--- config.mk ---
export PLATFORM = sky130hd
export DESIGN_NAME = pixchip_seq
export DESIGN_NICKNAME = d
export VERILOG_FILES = /design/src/rtl/pxs_pkg.sv /design/src/rtl/pxs_regbank.sv /design/src/rtl/pxs_fsm.sv /design/src/rtl/pixchip_seq.sv
export SDC_FILE = /design/constraint.sdc
export NUM_CORES = 1
export LEC_CHECK = 0
export BUFFER_PORTS_ARGS = -buffer_cell sky130_fd_sc_hd__buf_2
export CORE_MARGIN = 5
export CORE_UTILIZATION = 65
export CTS_CLUSTER_SIZE = 10
export DETAILED_ROUTE_END_ITERATION = 16
export PLACE_DENSITY_LB_ADDON = 0.08
export SLEW_MARGIN = 0
export SYNTH_ARGS = -nofsm -noshare
export SYNTH_HDL_FRONTEND = slang
export SYNTH_SLANG_ARGS = --single-unit
--- constraint.sdc ---
create_clock -name clk -period 5.3 [get_ports clk]
set_input_delay 0.265 -clock clk [delete_from_list [all_inputs] [get_ports clk]]
set_output_delay 0.265 -clock clk [all_outputs]
set_load 0.02 [all_outputs]
--- src/rtl/pxs_pkg.sv ---
package pxs_pkg;
  localparam int DATA_W = 16;
  localparam int REG_N  = 16;
  localparam int ADDR_W = $clog2(REG_N);

  typedef enum logic [3:0] {
    ST_ERROR, ST_IDLE, ST_DECODE, ST_MODE, ST_SETPIX,
    ST_READPIX, ST_SETDAC, ST_COUNT, ST_CLRPIX
  } seq_state_e;

  localparam logic [2:0] OP_CLRPIX  = 3'd0;
  localparam logic [2:0] OP_SETPIX  = 3'd1;
  localparam logic [2:0] OP_READPIX = 3'd2;
  localparam logic [2:0] OP_SETDAC  = 3'd3;
  localparam logic [2:0] OP_COUNT   = 3'd4;
  localparam logic [2:0] OP_CLRERR  = 3'd5;

  localparam int CFG_SHUT = 0;
  localparam int CFG_TMO  = 1;
  localparam int CFG_EXT  = 2;
endpackage

--- src/rtl/pxs_regbank.sv ---
module pxs_regbank
  import pxs_pkg::*;
#(
  parameter int DW      = DATA_W,
  parameter int N       = REG_N,
  parameter int LEN_RST = 1,
  parameter int TMO_RST = 256
) (
  input  logic                 clk,
  input  logic                 rst,
  input  logic                 we,
  input  logic [$clog2(N)-1:0] addr,
  input  logic [DW-1:0]        wdata,
  output logic [DW-1:0]        rdata,
  output logic [DW-1:0]        shut_len,
  output logic [DW-1:0]        tmo_len,
  output logic                 ext_mode
);
  localparam int AW = $clog2(N);

  logic [DW-1:0] mem [N];

  // plain storage: no reset, registered read, block-RAM friendly
  always_ff @(posedge clk) begin
    if (we) mem[addr] <= wdata;
    rdata <= mem[addr];
  end

  // shadow copies of the configuration words for the sequencer
  always_ff @(posedge clk) begin
    if (rst) begin
      shut_len <= DW'(LEN_RST);
      tmo_len  <= DW'(TMO_RST);
      ext_mode <= 1'b0;
    end else if (we) begin
      if (addr == AW'(CFG_SHUT)) shut_len <= wdata;
      if (addr == AW'(CFG_TMO))  tmo_len  <= wdata;
      if (addr == AW'(CFG_EXT))  ext_mode <= wdata[0];
    end
  end
endmodule

--- src/rtl/pxs_fsm.sv ---
module pxs_fsm
  import pxs_pkg::*;
#(
  parameter int DW       = DATA_W,
  parameter int SETTLE   = 2,
  parameter int RST_HOLD = 16
) (
  input  logic          clk,
  input  logic          rst,
  input  logic          cmd_valid,
  input  logic [2:0]    cmd_op,
  input  logic [DW-1:0] shut_len,
  input  logic [DW-1:0] tmo_len,
  input  logic          ext_mode,
  input  logic          ext_shutter,
  input  logic          enable_out,
  output logic [1:0]    mode,
  output logic          shutter,
  output logic          enable_in,
  output logic          reset_n,
  output logic          xfer_start,
  output logic          err_flag
);
  localparam int HW = $clog2(RST_HOLD) + 2;

  seq_state_e    state_q, state_d;
  logic [DW-1:0] cnt_q, cnt_d;
  logic [2:0]    op_q, op_d;
  logic          seen_q, seen_d;
  logic          last_cnt, last_tmo;

  function automatic logic is_xfer(seq_state_e s);
    return (s == ST_SETPIX) || (s == ST_READPIX) || (s == ST_SETDAC);
  endfunction

  assign last_cnt = ({1'b0, cnt_q} + 1'b1) >= {1'b0, shut_len};
  assign last_tmo = ({1'b0, cnt_q} + 1'b1) >= {1'b0, tmo_len};

  always_comb begin
    state_d = state_q;
    cnt_d   = cnt_q;
    op_d    = op_q;
    seen_d  = seen_q;
    case (state_q)
      ST_IDLE: if (cmd_valid) begin
        op_d    = cmd_op;
        state_d = ST_DECODE;
      end
      ST_DECODE: begin
        cnt_d  = '0;
        seen_d = 1'b0;
        if (op_q <= OP_SETDAC)     state_d = ST_MODE;
        else if (op_q == OP_COUNT) state_d = ST_COUNT;
        else                       state_d = ST_IDLE;
      end
      ST_MODE: begin
        if (cnt_q == DW'(SETTLE - 1)) begin
          cnt_d = '0;
          case (op_q[1:0])
            2'd0:    state_d = ST_CLRPIX;
            2'd1:    state_d = ST_SETPIX;
            2'd2:    state_d = ST_READPIX;
            default: state_d = ST_SETDAC;
          endcase
        end else cnt_d = cnt_q + 1'b1;
      end
      ST_SETPIX, ST_READPIX, ST_SETDAC: begin
        if (enable_out)    state_d = ST_IDLE;
        else if (last_tmo) state_d = ST_ERROR;
        else               cnt_d = cnt_q + 1'b1;
      end
      ST_CLRPIX: begin
        if (cnt_q == DW'(RST_HOLD - 1)) state_d = ST_IDLE;
        else                           cnt_d = cnt_q + 1'b1;
      end
      ST_COUNT: begin
        if (ext_mode) begin
          if (ext_shutter) seen_d = 1'b1;
          else if (seen_q) state_d = ST_IDLE;
        end else begin
          if (last_cnt) state_d = ST_IDLE;
          else          cnt_d = cnt_q + 1'b1;
        end
      end
      ST_ERROR: if (cmd_valid && cmd_op == OP_CLRERR) state_d = ST_IDLE;
      default: state_d = ST_IDLE;
    endcase
  end

  // outputs registered from the next state so pins align with the state
  always_ff @(posedge clk) begin
    if (rst) begin
      state_q    <= ST_IDLE;
      cnt_q      <= '0;
      op_q       <= '0;
      seen_q     <= 1'b0;
      mode       <= 2'b00;
      shutter    <= 1'b0;
      enable_in  <= 1'b0;
      reset_n    <= 1'b1;
      xfer_start <= 1'b0;
      err_flag   <= 1'b0;
    end else begin
      state_q    <= state_d;
      cnt_q      <= cnt_d;
      op_q       <= op_d;
      seen_q     <= seen_d;
      if (state_q == ST_DECODE && state_d == ST_MODE) mode <= op_q[1:0];
      shutter    <= (state_d == ST_COUNT) && (ext_mode ? ext_shutter : 1'b1);
      enable_in  <= is_xfer(state_d);
      reset_n    <= (state_d != ST_CLRPIX);
      xfer_start <= (state_q == ST_MODE) && is_xfer(state_d);
      err_flag   <= (state_d == ST_ERROR);
    end
  end

  // checker-side run length of the reset-low pulse
  logic [HW-1:0] low_run;
  always_ff @(posedge clk) begin
    if (rst || reset_n) low_run <= '0;
    else                low_run <= low_run + 1'b1;
  end

  AST_MODE_SETTLED: assert property (@(posedge clk) disable iff (rst)
    ($rose(enable_in) || $fell(reset_n)) |-> ($stable(mode) && $past(mode, 1) == $past(mode, 2)));
  AST_XFER_PULSE: assert property (@(posedge clk) disable iff (rst)
    xfer_start |-> (enable_in && !$past(enable_in)));
  AST_ERR_QUIET: assert property (@(posedge clk) disable iff (rst)
    err_flag |-> (!enable_in && reset_n && !shutter));
  AST_ERR_STICKY: assert property (@(posedge clk) disable iff (rst)
    (err_flag && !(cmd_valid && cmd_op == OP_CLRERR)) |=> err_flag);
  AST_RST_HOLD: assert property (@(posedge clk) disable iff (rst)
    $rose(reset_n) |-> (low_run == HW'(RST_HOLD)));
  AST_ONE_ACTIVITY: assert property (@(posedge clk) disable iff (rst)
    $countones({enable_in, !reset_n, shutter}) <= 1);
endmodule

--- src/rtl/pixchip_seq.sv ---
module pixchip_seq
  import pxs_pkg::*;
#(
  parameter int SETTLE   = 2,
  parameter int RST_HOLD = 16,
  parameter int LEN_RST  = 1,
  parameter int TMO_RST  = 256
) (
  input  logic              clk,
  input  logic              rst,
  input  logic              cmd_valid,
  input  logic [2:0]        cmd_op,
  input  logic              reg_we,
  input  logic [ADDR_W-1:0] reg_addr,
  input  logic [DATA_W-1:0] reg_wdata,
  output logic [DATA_W-1:0] reg_rdata,
  input  logic              ext_shutter,
  input  logic              chip_enable_out,
  output logic [1:0]        chip_mode,
  output logic              chip_shutter,
  output logic              chip_enable_in,
  output logic              chip_reset_n,
  output logic              xfer_start,
  output logic              err_flag
);
  logic [DATA_W-1:0] shut_len, tmo_len;
  logic              ext_mode;

  pxs_regbank #(.DW(DATA_W), .N(REG_N), .LEN_RST(LEN_RST), .TMO_RST(TMO_RST)) u_regs (
    .clk(clk), .rst(rst), .we(reg_we), .addr(reg_addr), .wdata(reg_wdata),
    .rdata(reg_rdata), .shut_len(shut_len), .tmo_len(tmo_len), .ext_mode(ext_mode)
  );

  pxs_fsm #(.DW(DATA_W), .SETTLE(SETTLE), .RST_HOLD(RST_HOLD)) u_fsm (
    .clk(clk), .rst(rst), .cmd_valid(cmd_valid), .cmd_op(cmd_op),
    .shut_len(shut_len), .tmo_len(tmo_len), .ext_mode(ext_mode),
    .ext_shutter(ext_shutter), .enable_out(chip_enable_out),
    .mode(chip_mode), .shutter(chip_shutter), .enable_in(chip_enable_in),
    .reset_n(chip_reset_n), .xfer_start(xfer_start), .err_flag(err_flag)
  );
endmodule

; ---- Word-level counts from Yosys, hierarchy flattened
; Memories as Yosys holds them, arrays and structs flattened. A register that Yosys moved wholly into a read port is not among the register bits.
; Index checks and enable logic that the tools add are counted.
[classes]
eq_ne = 29
shifts = 0
magnitude_cmp = 3
bitwise_logic = 0
n_mul = 0
muxes = 27
reduce_logical = 19
addsub = 2
div = 0
[op_table]
columns = op, count
row1 = 16-bit two-way mux, 6
row2 = 16-bit one-hot mux with 5 select lines, 1
row3 = 4-bit two-way mux, 11
row4 = 17-bit by 16-bit greater-or-equal comparator with 1-bit output, 2
row5 = "4-bit by 3-bit equality test with 1-bit output, second input constant", 8
row6 = 4-bit one-hot mux with 7 select lines, 1
row7 = "16-bit by 1-bit adder with 17-bit output, second input constant", 1
row8 = "16-bit by 1-bit adder with 16-bit output, second input constant", 1
row9 = "16-bit by 1-bit equality test with 1-bit output, second input constant", 1
row10 = "16-bit by 4-bit equality test with 1-bit output, second input constant", 1
row11 = "4-bit by 2-bit equality test with 1-bit output, second input constant", 4
row12 = "2-bit != test, second input constant", 7
row13 = 4-bit zero test, 3
row14 = 4-bit one-hot mux with 3 select lines, 1
row15 = "4-bit by 1-bit equality test with 1-bit output, second input constant", 2
row16 = 2-bit AND reduction, 4
row17 = "3-bit equality test, second input constant", 2
row18 = 6-bit AND reduction, 1
row19 = 1-bit two-way mux, 5
row20 = 5-bit nonzero test, 1
row21 = "4-bit equality test, second input constant", 1
row22 = 1-bit logical AND, 4
row23 = "4-bit != test, second input constant", 1
row24 = "3-bit by 2-bit <= comparator with 1-bit output, second input constant", 1
row25 = other kinds (9), 10
[totals]
romBits = 0
mem_count = 1
input_bits = 29
regBits = 64
wordCells = 94
latch_bits = 0
out_inout_bits = 23
ram_bits = 256
[memory_table]
columns = name, depth, width, read_ports, rd_ports_with_merged_regs, write_ports, line
row1 = u_regs.mem, 16, 16, 1, 1, 1, pxs_regbank.sv:21  ; logic [DW-1:0] mem [N];

; ---- Longest topological paths before layout
; Gate-level depths: netlist of the first run.
[logic_depth]
ltp_word = 9
depth_mapped = 14
mapped_depth_nobuf = 13

; ---- By module
; From an unflattened synthesis of the first run, not the netlist that was laid out.
[hier_totals]
cells_unflattened = 917
hier_area_um2 = 13913.3
[by_module_without_submodules]
columns = mod, n_inst, cells_per_inst, area_each_um2, seq_area_each_um2
row1 = pxs_regbank, 1, 587, 11304.6, 8668.3
row2 = pxs_fsm, 1, 330, 2608.8, 620.6

; ---- Least setup slack after synthesis of the first run
; No wires, ideal clock.
[synth_timing]
kind = register to register
from = register u_fsm.cnt_q[0]
to = register u_fsm.cnt_q[0]
t_arrival_ns = 3.392
path_slack_ns = 1.837
n_path_buf = 1
setup_time_ns = 0.070
required_ns = 5.230
period_less_slack_ns = 3.463
path_stages_with_launch = 15
path_cell_list = dfxtp_1 -> ha_1 -> and3_4 -> and3_4 -> and4_1 -> xor2_1 -> ha_1 -> a21oi_1 -> o21a_1 -> a2bb2oi_1 -> nand4_4 -> o221a_1 -> buf_6 -> or4_1 -> a21oi_1
[synth_via]
elab_chain_len = 4
elab_cells_between_ends = 17
classes_between = add/sub: 2 / order compare: 2 / eq/ne: 5 / mux: 7 / reduce/logical: 1
[synth_lines]
columns = item, line
row1 = start: declaration, pxs_fsm.sv:27  ; logic [DW-1:0] cnt_q, cnt_d;
row2 = start signal: assignment, pxs_fsm.sv:105  ; cnt_q <= cnt_d;
row3 = 16-bit by 1-bit adder with 17-bit output / 16-bit by 1-bit adder with 16-bit output (equally long branches), n/a
row4 = 17-bit by 16-bit greater-or-equal comparator with 1-bit output (tied with other cells), pxs_fsm.sv:36  ; assign last_cnt = ({1'b0, cnt_q} + 1'b1) >= {1'b0, shut_len};
row5 = 2-bit != test (no source line) (tied with other cells), n/a
row6 = 6-bit AND reduction (no source line) / 16-bit one-hot mux with 5 select lines (equally long branches), n/a
; Several ways; a longest one is shown, not always the timed one. The select of a mux whose other input is x is not followed.
; A chain may end at the register's enable or synchronous reset.

; ---- Final worst setup path of the first run
[layout_timing]
from = register u_fsm.cnt_q[0]
to = register u_fsm.cnt_q[9]
; The elaborated chain is that of the path after synthesis.

==> flow_summary.yaml, run 1 <==
timing:
  slew_violations: 0
  setup_viol: 0
  clock_skew_ps: 14.3
  setup_tns_ps: 0
  period_share: 0.791
  hold_ws_ps: 14.4
  tightest_slew_ps: 1330
  rsz0062_at_grt: "false"
  finalCriticalPeriod_ps: 4190
  relSlewSlack: 0.112
  fmax_mhz: 238
  hold_violations: 0
final_layout:
  final_cell_mix: "edfxtp_1 (256), nand2_1 (85), mux4_2 (80), dfxtp_1 (80)"
  layout.cells.most_common: "edfxtp_1"
  num_antenna_cells: 0
  nFillCells: 1199
  drive_gt1_frac: 0.226
  area_growth_pct: 12.1
  fin_nets: 1005
detailed_routing:
  drtPass1Iterations: 5
  wl_met3_um: 2800
  via_count: 8263
  wire_per_inst_um: 26.9
  wl_met1_um: 12400
  drtIter0Drc: 752
  routed-wl-met2_um: 17400
  ant_nets: 0
  top_layer_used: "met4"
  wl_um: 33500
  viasPerCell: 6.64
  drc: 0
floorplanning:
  row_count: 53
  initial_core_util: 0.661
  die_area_mm2: 0.0245
  dieHeight_um: 156
  coreArea_mm2: 0.0211
  die-width_um: 156
  ioPinCount: 52
clock_network:
  ctsResizeCount: 0
  cts_setup_buffers: 0
  ctsHtreeMaxLevel: 2
  holdBufCountCts: 0
  numCtsBuffers: 39
  clk_latency_ps: 520
  cts.sinks: 336
  cts_root_buf: "clkbuf_16"
  clk_pin_slew_worst_paths_ps: 60
  cts_tree: "built"
  clockBufferDepth: 3
logic_synthesis:
  synth-seq-cells: 336
  netlist_area_mm2: 0.0139
  syn_inst: 879
  yosysUniqueCellTypes: 68
  syn-num-nets: 942
  async_flop_share: 0
  synthFlopType: "edfxtp_1"
  yosys_warnings: 0
  synth_area_per_cell_um2: 15.9
  ys_seq_area_frac: 0.667
  synth-edff-count: 256
power:
  leakage_nw: 5.35
  peakVddDrop_uv: 219
  powerDensity_mw_per_mm2: 370
worst_setup_path:
  worst_setup_path_start_kind: "register"
  end_kind: "register"
  worstPathArrival_ps: 4600
  rr_worst_depth: 13
  r2r-start: "u_fsm.cnt_q[0]"
  crit_type: "register to register"
  reg2reg_slack_ps: 1110
  r2r_end: "u_fsm.cnt_q[9]"
  crit_required_ps: 5710
  crit_fanout: 9
global_routing:
  antenna_found_initial: 0
  gr-total-overflow: 0
  grt_max_degree: 67
  grt_pass1_wl_um: 51000
  grt_use_total: 0.281
  grt_pass1_vias: 8449
hold_path:
  holdCritPathClass: "input port to register"
  hold_end: "u_fsm.op_q[0]"
  holdPathStages: 3
  worstHoldStart: "cmd_op[0]"
placed_design:
  gp_congestion: 0.872
  io_buffer_count: 51
  dpl.hpwl_um: 19500
outcome:
  status: "finished clean"
job:
  max_cap_violations: 0
[report_power, final]
group / leakage, nW / internal (W) / total (W) / switching, W
sequential: 2.97 / 0.00290 / 0.00294 / 0.0000369
clock: 0.541 / 0.00143 / 0.00244 / 0.00100
combinational: 1.84 / 0.000151 / 0.000399 / 0.000248
[final cells by class]
cell class | instances | area [µm²] | share of cell area
sequential | 336 | 9290 | 0.595
inverter | 41 | 154 | 0.00985
timing repair buffer | 67 | 378 | 0.0242
clock buffer | 68 | 1130 | 0.0722
tap | 275 | 344 | 0.0220
multi-input combinational | 457 | 4330 | 0.277
clock inverter | 1 | 5.00 | 0.000320
[critical path: stages, from the launching register on]
cell      delay [ps]
dfxtp_1          430
ha_1             310
and3_4           260
and3_4           230
and4_1           220
xor2_1           300
ha_1             330
nand4_1          130
nor2_1            60
a21oi_1          440
nand3_2          170
o221ai_1         800
nand2_1          120
a32o_1           290
[synthesized netlist by cell type (16+ instances only)]
library cell | number | area [µm²]
mux4_2 | 80 | 1800
nand2_1 | 85 | 319
nor3_1 | 17 | 85.1
nor2_1 | 26 | 97.6
ha_1 | 34 | 425
clkbuf_1 | 26 | 97.6
a21oi_1 | 50 | 250
nand3_1 | 16 | 80.1
o21ai_0 | 16 | 80.1
inv_1 | 38 | 143
dfxtp_1 | 80 | 1600
edfxtp_1 | 256 | 7690
[logic make-up after synthesis]
logic type      synth area share
flops                      0.667
simple gates              0.0767
compound gates            0.0565
mux                        0.135
buf+inv                   0.0258
fa+ha+maj                 0.0305
xor+xnor                 0.00880
[per-layer routing]
metal  vias to the layer above  track usage
li1                       3559            -
met1                      4172        0.373
met2                       460        0.485
met3                        72       0.0437
met4                         0       0.0880
met5                         -            0
[registers in the layout (all words and copies together), names as in the netlist]
signal,flops
u_regs.mem,256
u_fsm.op_q,3
u_regs.ext_mode,1
u_fsm.xfer_start,1
u_regs.shut_len,16
u_fsm.shutter,1
u_regs.rdata,16
u_fsm.mode,2
u_regs.tmo_len,16
u_fsm.state_q,4
u_fsm.enable_in,1
u_fsm.cnt_q,16
u_fsm.err_flag,1
u_fsm.reset_n,1
u_fsm.seen_q,1
[through the flow]
stage,instance area [µm²],setup WS [ps],cells,util,power (W)
4_1_cts,15600,1130,1245,0.741,0.00581
3_3_place_gp,14500,1230,1176,0.687,0.00337
3_5_place_dp,14500,1150,1176,0.687,0.00338
2_1_floorplan,13900,1840,879,-,0.00324
6_report,15600,1110,1245,0.741,0.00577
5_1_grt,15600,845,1245,0.741,0.00596
[worst max path at each step]
stage | depth (start not counted) | startpoint | endpoint | slack (ps)
after floorplan | 14 | u_fsm.cnt_q[0] | u_fsm.cnt_q[0] | 1840
after global placement | 13 | u_fsm.cnt_q[0] | u_fsm.cnt_q[3] | 1230
after detailed placement | 13 | u_fsm.cnt_q[0] | u_fsm.cnt_q[9] | 1150
after CTS | 13 | u_fsm.cnt_q[0] | u_fsm.cnt_q[9] | 1130
after global routing | 13 | u_fsm.cnt_q[0] | u_fsm.cnt_q[9] | 840
final | 13 | u_fsm.cnt_q[0] | u_fsm.cnt_q[9] | 1110
(Power assumes the default switching activity.)
==> run 2: changes to the inputs <==
- ABC_AREA: default -> 1
- CORE_UTILIZATION: 65 -> 55
- clock period: 5.3 -> 3.37 ns (I/O delays scaled with it)
==> flow_summary.yaml, run 2 <==
hold_path:
  holdCritPathClass: "input port to register"
  holdPathStages: 2
detailed_routing:
  wire_per_inst_um: 20.8
  drc: 0
  drtPass1Iterations: 5
  ant_nets: 0
  wl_um: 33200
  via_count: 9139
  viasPerCell: 5.72
  drtIter0Drc: 887
worst_setup_path:
  worst_setup_path_start_kind: "register"
  crit_type: "register to register"
  path_depth: 20
  crit_required_ps: 3770
  path_buf_inv: 3
  slowest_stage: "dfxtp_1"
  cp_cell_sequence: "nand2_1 -> nor2_4 -> nand3_1 -> nor3_2 -> xor2_1 -> inv_1 -> ha_1 -> nand2_1 -> inv_1 -> nand2_1 -> nor2_1 -> o21ai_1 -> nor2_1 -> nor2_2 -> nand2_1 -> nand2_1 -> nand2_8 -> inv_6 -> o21ai_1 -> nor2_1"
  worstPathArrival_ps: 3510
  end_kind: "register"
  crit_fanout: 18
  critPathMaxStageDelay_ps: 460
  cp_common_cell: "nand2_1"
  rr_worst_depth: 20
  crit_family: "simple AND/OR/NAND/NOR gates"
placed_design:
  dpl.hpwl_um: 20700
  gp_congestion: 0.858
  place_ws_ps: 106
  dpl-instance-area_mm2: 0.0144
  io_buffer_count: 51
logic_synthesis:
  yosysMostFrequentCell: "edfxtp_1"
  syn-num-nets: 1234
  synth-edff-count: 256
  synth_common_cells: "edfxtp_1 (256), nand2_1 (161), inv_1 (92), nor2_1 (91), nand3_1 (88)"
  async_flop_share: 0
  synth-xor-area-share: 0.00899
  syn_inst: 1171
  ys_seq_area_frac: 0.681
  synth_top_family_by_area: "simple AND/OR/NAND/NOR gates"
  netlist_area_mm2: 0.0136
  muxShareOfSynthArea: 0
  yosysTopAreaCell: "edfxtp_1"
  synth-seq-cells: 336
  synth_area_per_cell_um2: 11.7
  synthSimpleGateAreaFrac: 0.128
  netlist.area_leader.share: 0.563
  synth_area_leaders: "edfxtp_1 (56%), dfxtp_1 (12%), nand2_1 (4.4%)"
  synthAdderAreaFrac: 0.0312
  yosysUniqueCellTypes: 35
  synth_compound_area_frac: 0.107
  yosys_warnings: 0
  synthFlopType: "edfxtp_1"
floorplanning:
  row_count: 57
  ioPinCount: 52
  dieHeight_um: 167
  die-width_um: 167
  initial_core_util: 0.559
  die_area_mm2: 0.0281
  coreArea_mm2: 0.0244
clock_network:
  cts_root_buf: "clkbuf_16"
  clk_pin_slew_worst_paths_ps: 60
  numCtsBuffers: 39
  cts.sinks: 336
  cts_tree: "built"
  clockBufferDepth: 3
  ctsHtreeMaxLevel: 2
  clk_latency_ps: 520
power:
  internal_power_w: 0.00726
  clkPwrFrac: 0.385
  leakage_nw: 5.57
  swShare: 0.254
  p_switching_w: 0.00247
  powerDensity_mw_per_mm2: 624
  seqPwrFrac: 0.483
  combPwrFrac: 0.132
  peakVddDrop_uv: 519
global_routing:
  grt_max_degree: 65
  grt_pass1_wl_um: 51300
  grt_use_total: 0.234
  antenna_found_initial: 1
  top_usage_layer: "met2"
  use_met2: 0.395
  global_route.usage.met3: 0.0408
  gr-total-overflow: 0
  grt_pass1_vias: 8944
  met1_usage: 0.312
final_layout:
  nFillCells: 1925
  fin_nets: 1307
  num_antenna_cells: 0
  largest_reg_flops: 256
  design_area_mm2: 0.0156
  layout.cells.most_common: "edfxtp_1"
  drive_gt1_frac: 0.133
  top_register: "u_regs.mem"
  area_growth_pct: 14.5
  final_cell_mix: "edfxtp_1 (256), nand2_1 (161), inv_1 (90)"
timing:
  tightest_slew_ps: 920
  relSlewSlack: 0.386
  clock_skew_ps: 12.0
  finalCriticalPeriod_ps: 3110
  fin_ws_ps: 259
  period_share: 0.923
  fmax_mhz: 321
  hold_violations: 0
  slew_violations: 0
  setup_viol: 0
job:
  max_cap_violations: 0
outcome:
  status: "finished clean"
==> run 2: cell types whose count changed after synthesis, moves of 14 or more <==
cell	before	now
a31oi_1	3	64
clkbuf_1	26	49
nor2_1	26	91
o21ai_1	1	15
mux4_2	80	0
or4_1	2	16
a22oi_1	0	64
o21ai_0	16	42
inv_1	38	92
nand2_1	85	161
nand3_1	16	88
==> run 2: layout make-up <==
class	count	area [µm²]	area share
clock buffers	69	1110	0.0711
clock inverters	2	25.0	0.00160
inverters	97	369	0.0236
multi-input cells	681	3870	0.248
flip-flops and latches	336	9290	0.595
well taps	324	405	0.0260
repair buffers	89	551	0.0352
==> run 2: what timing repair did <==
action                                  4_1_cts  5_1_grt
endpoints found under the hold margin         4        0
endpoints found under the setup margin        0       22
resized for setup                             0       12
hold buffers                                  4        0
setup buffers                                 0        0
==> run 2: metal layers <==
metal  vias to the layer above  wire, µm
li1                       4391         -
met4                         2       841
met3                        60      2140
met1                      4372     13900
met2                       314     16300
met5                         -         7
==> run 2: power by group through the flow <==
stage / Sequential (W) / Clock (W) / Combinational [W]
floorplan: 0.00481 / 0 / 0.000857
global placement: 0.00478 / 0 / 0.00126
detailed placement: 0.00478 / 0 / 0.00128
CTS: 0.00470 / 0.00381 / 0.00129
global route: 0.00472 / 0.00401 / 0.00146
finish: 0.00470 / 0.00375 / 0.00129
==> run 2: cell families after synthesis <==
family          after synthesis
simple gates                391
flops                       336
compound gates              242
xor+xnor                     14
fa+ha+maj                    34
buf+inv                     154
==> run 2: worst paths after layout <==
| kind | from | end | slack (ps) |
|---|---|---|---|
| setup / recovery | u_fsm.cnt_q[6] | u_fsm.cnt_q[13] | 260 |
| hold reg to reg | u_regs.tmo_len[3] | u_regs.tmo_len[3] | 460 |
| setup reg to reg | u_fsm.cnt_q[6] | u_fsm.cnt_q[13] | 260 |
| hold / removal | rst | u_fsm.cnt_q[8] | 9 |
==> run 2: metrics by stage <==
stage	setup TNS [ps]	hold slack, ps	util	cells	power, W
after floorplan	0	252	-	1171	0.00566
after global placement	0	416	0.590	1523	0.00604
after detailed placement	0	420	0.590	1523	0.00606
after CTS	0	2.88	0.638	1598	0.00980
after global routing	-69.0	7.77	0.640	1598	0.0102
final	0	9.37	0.640	1598	0.00974
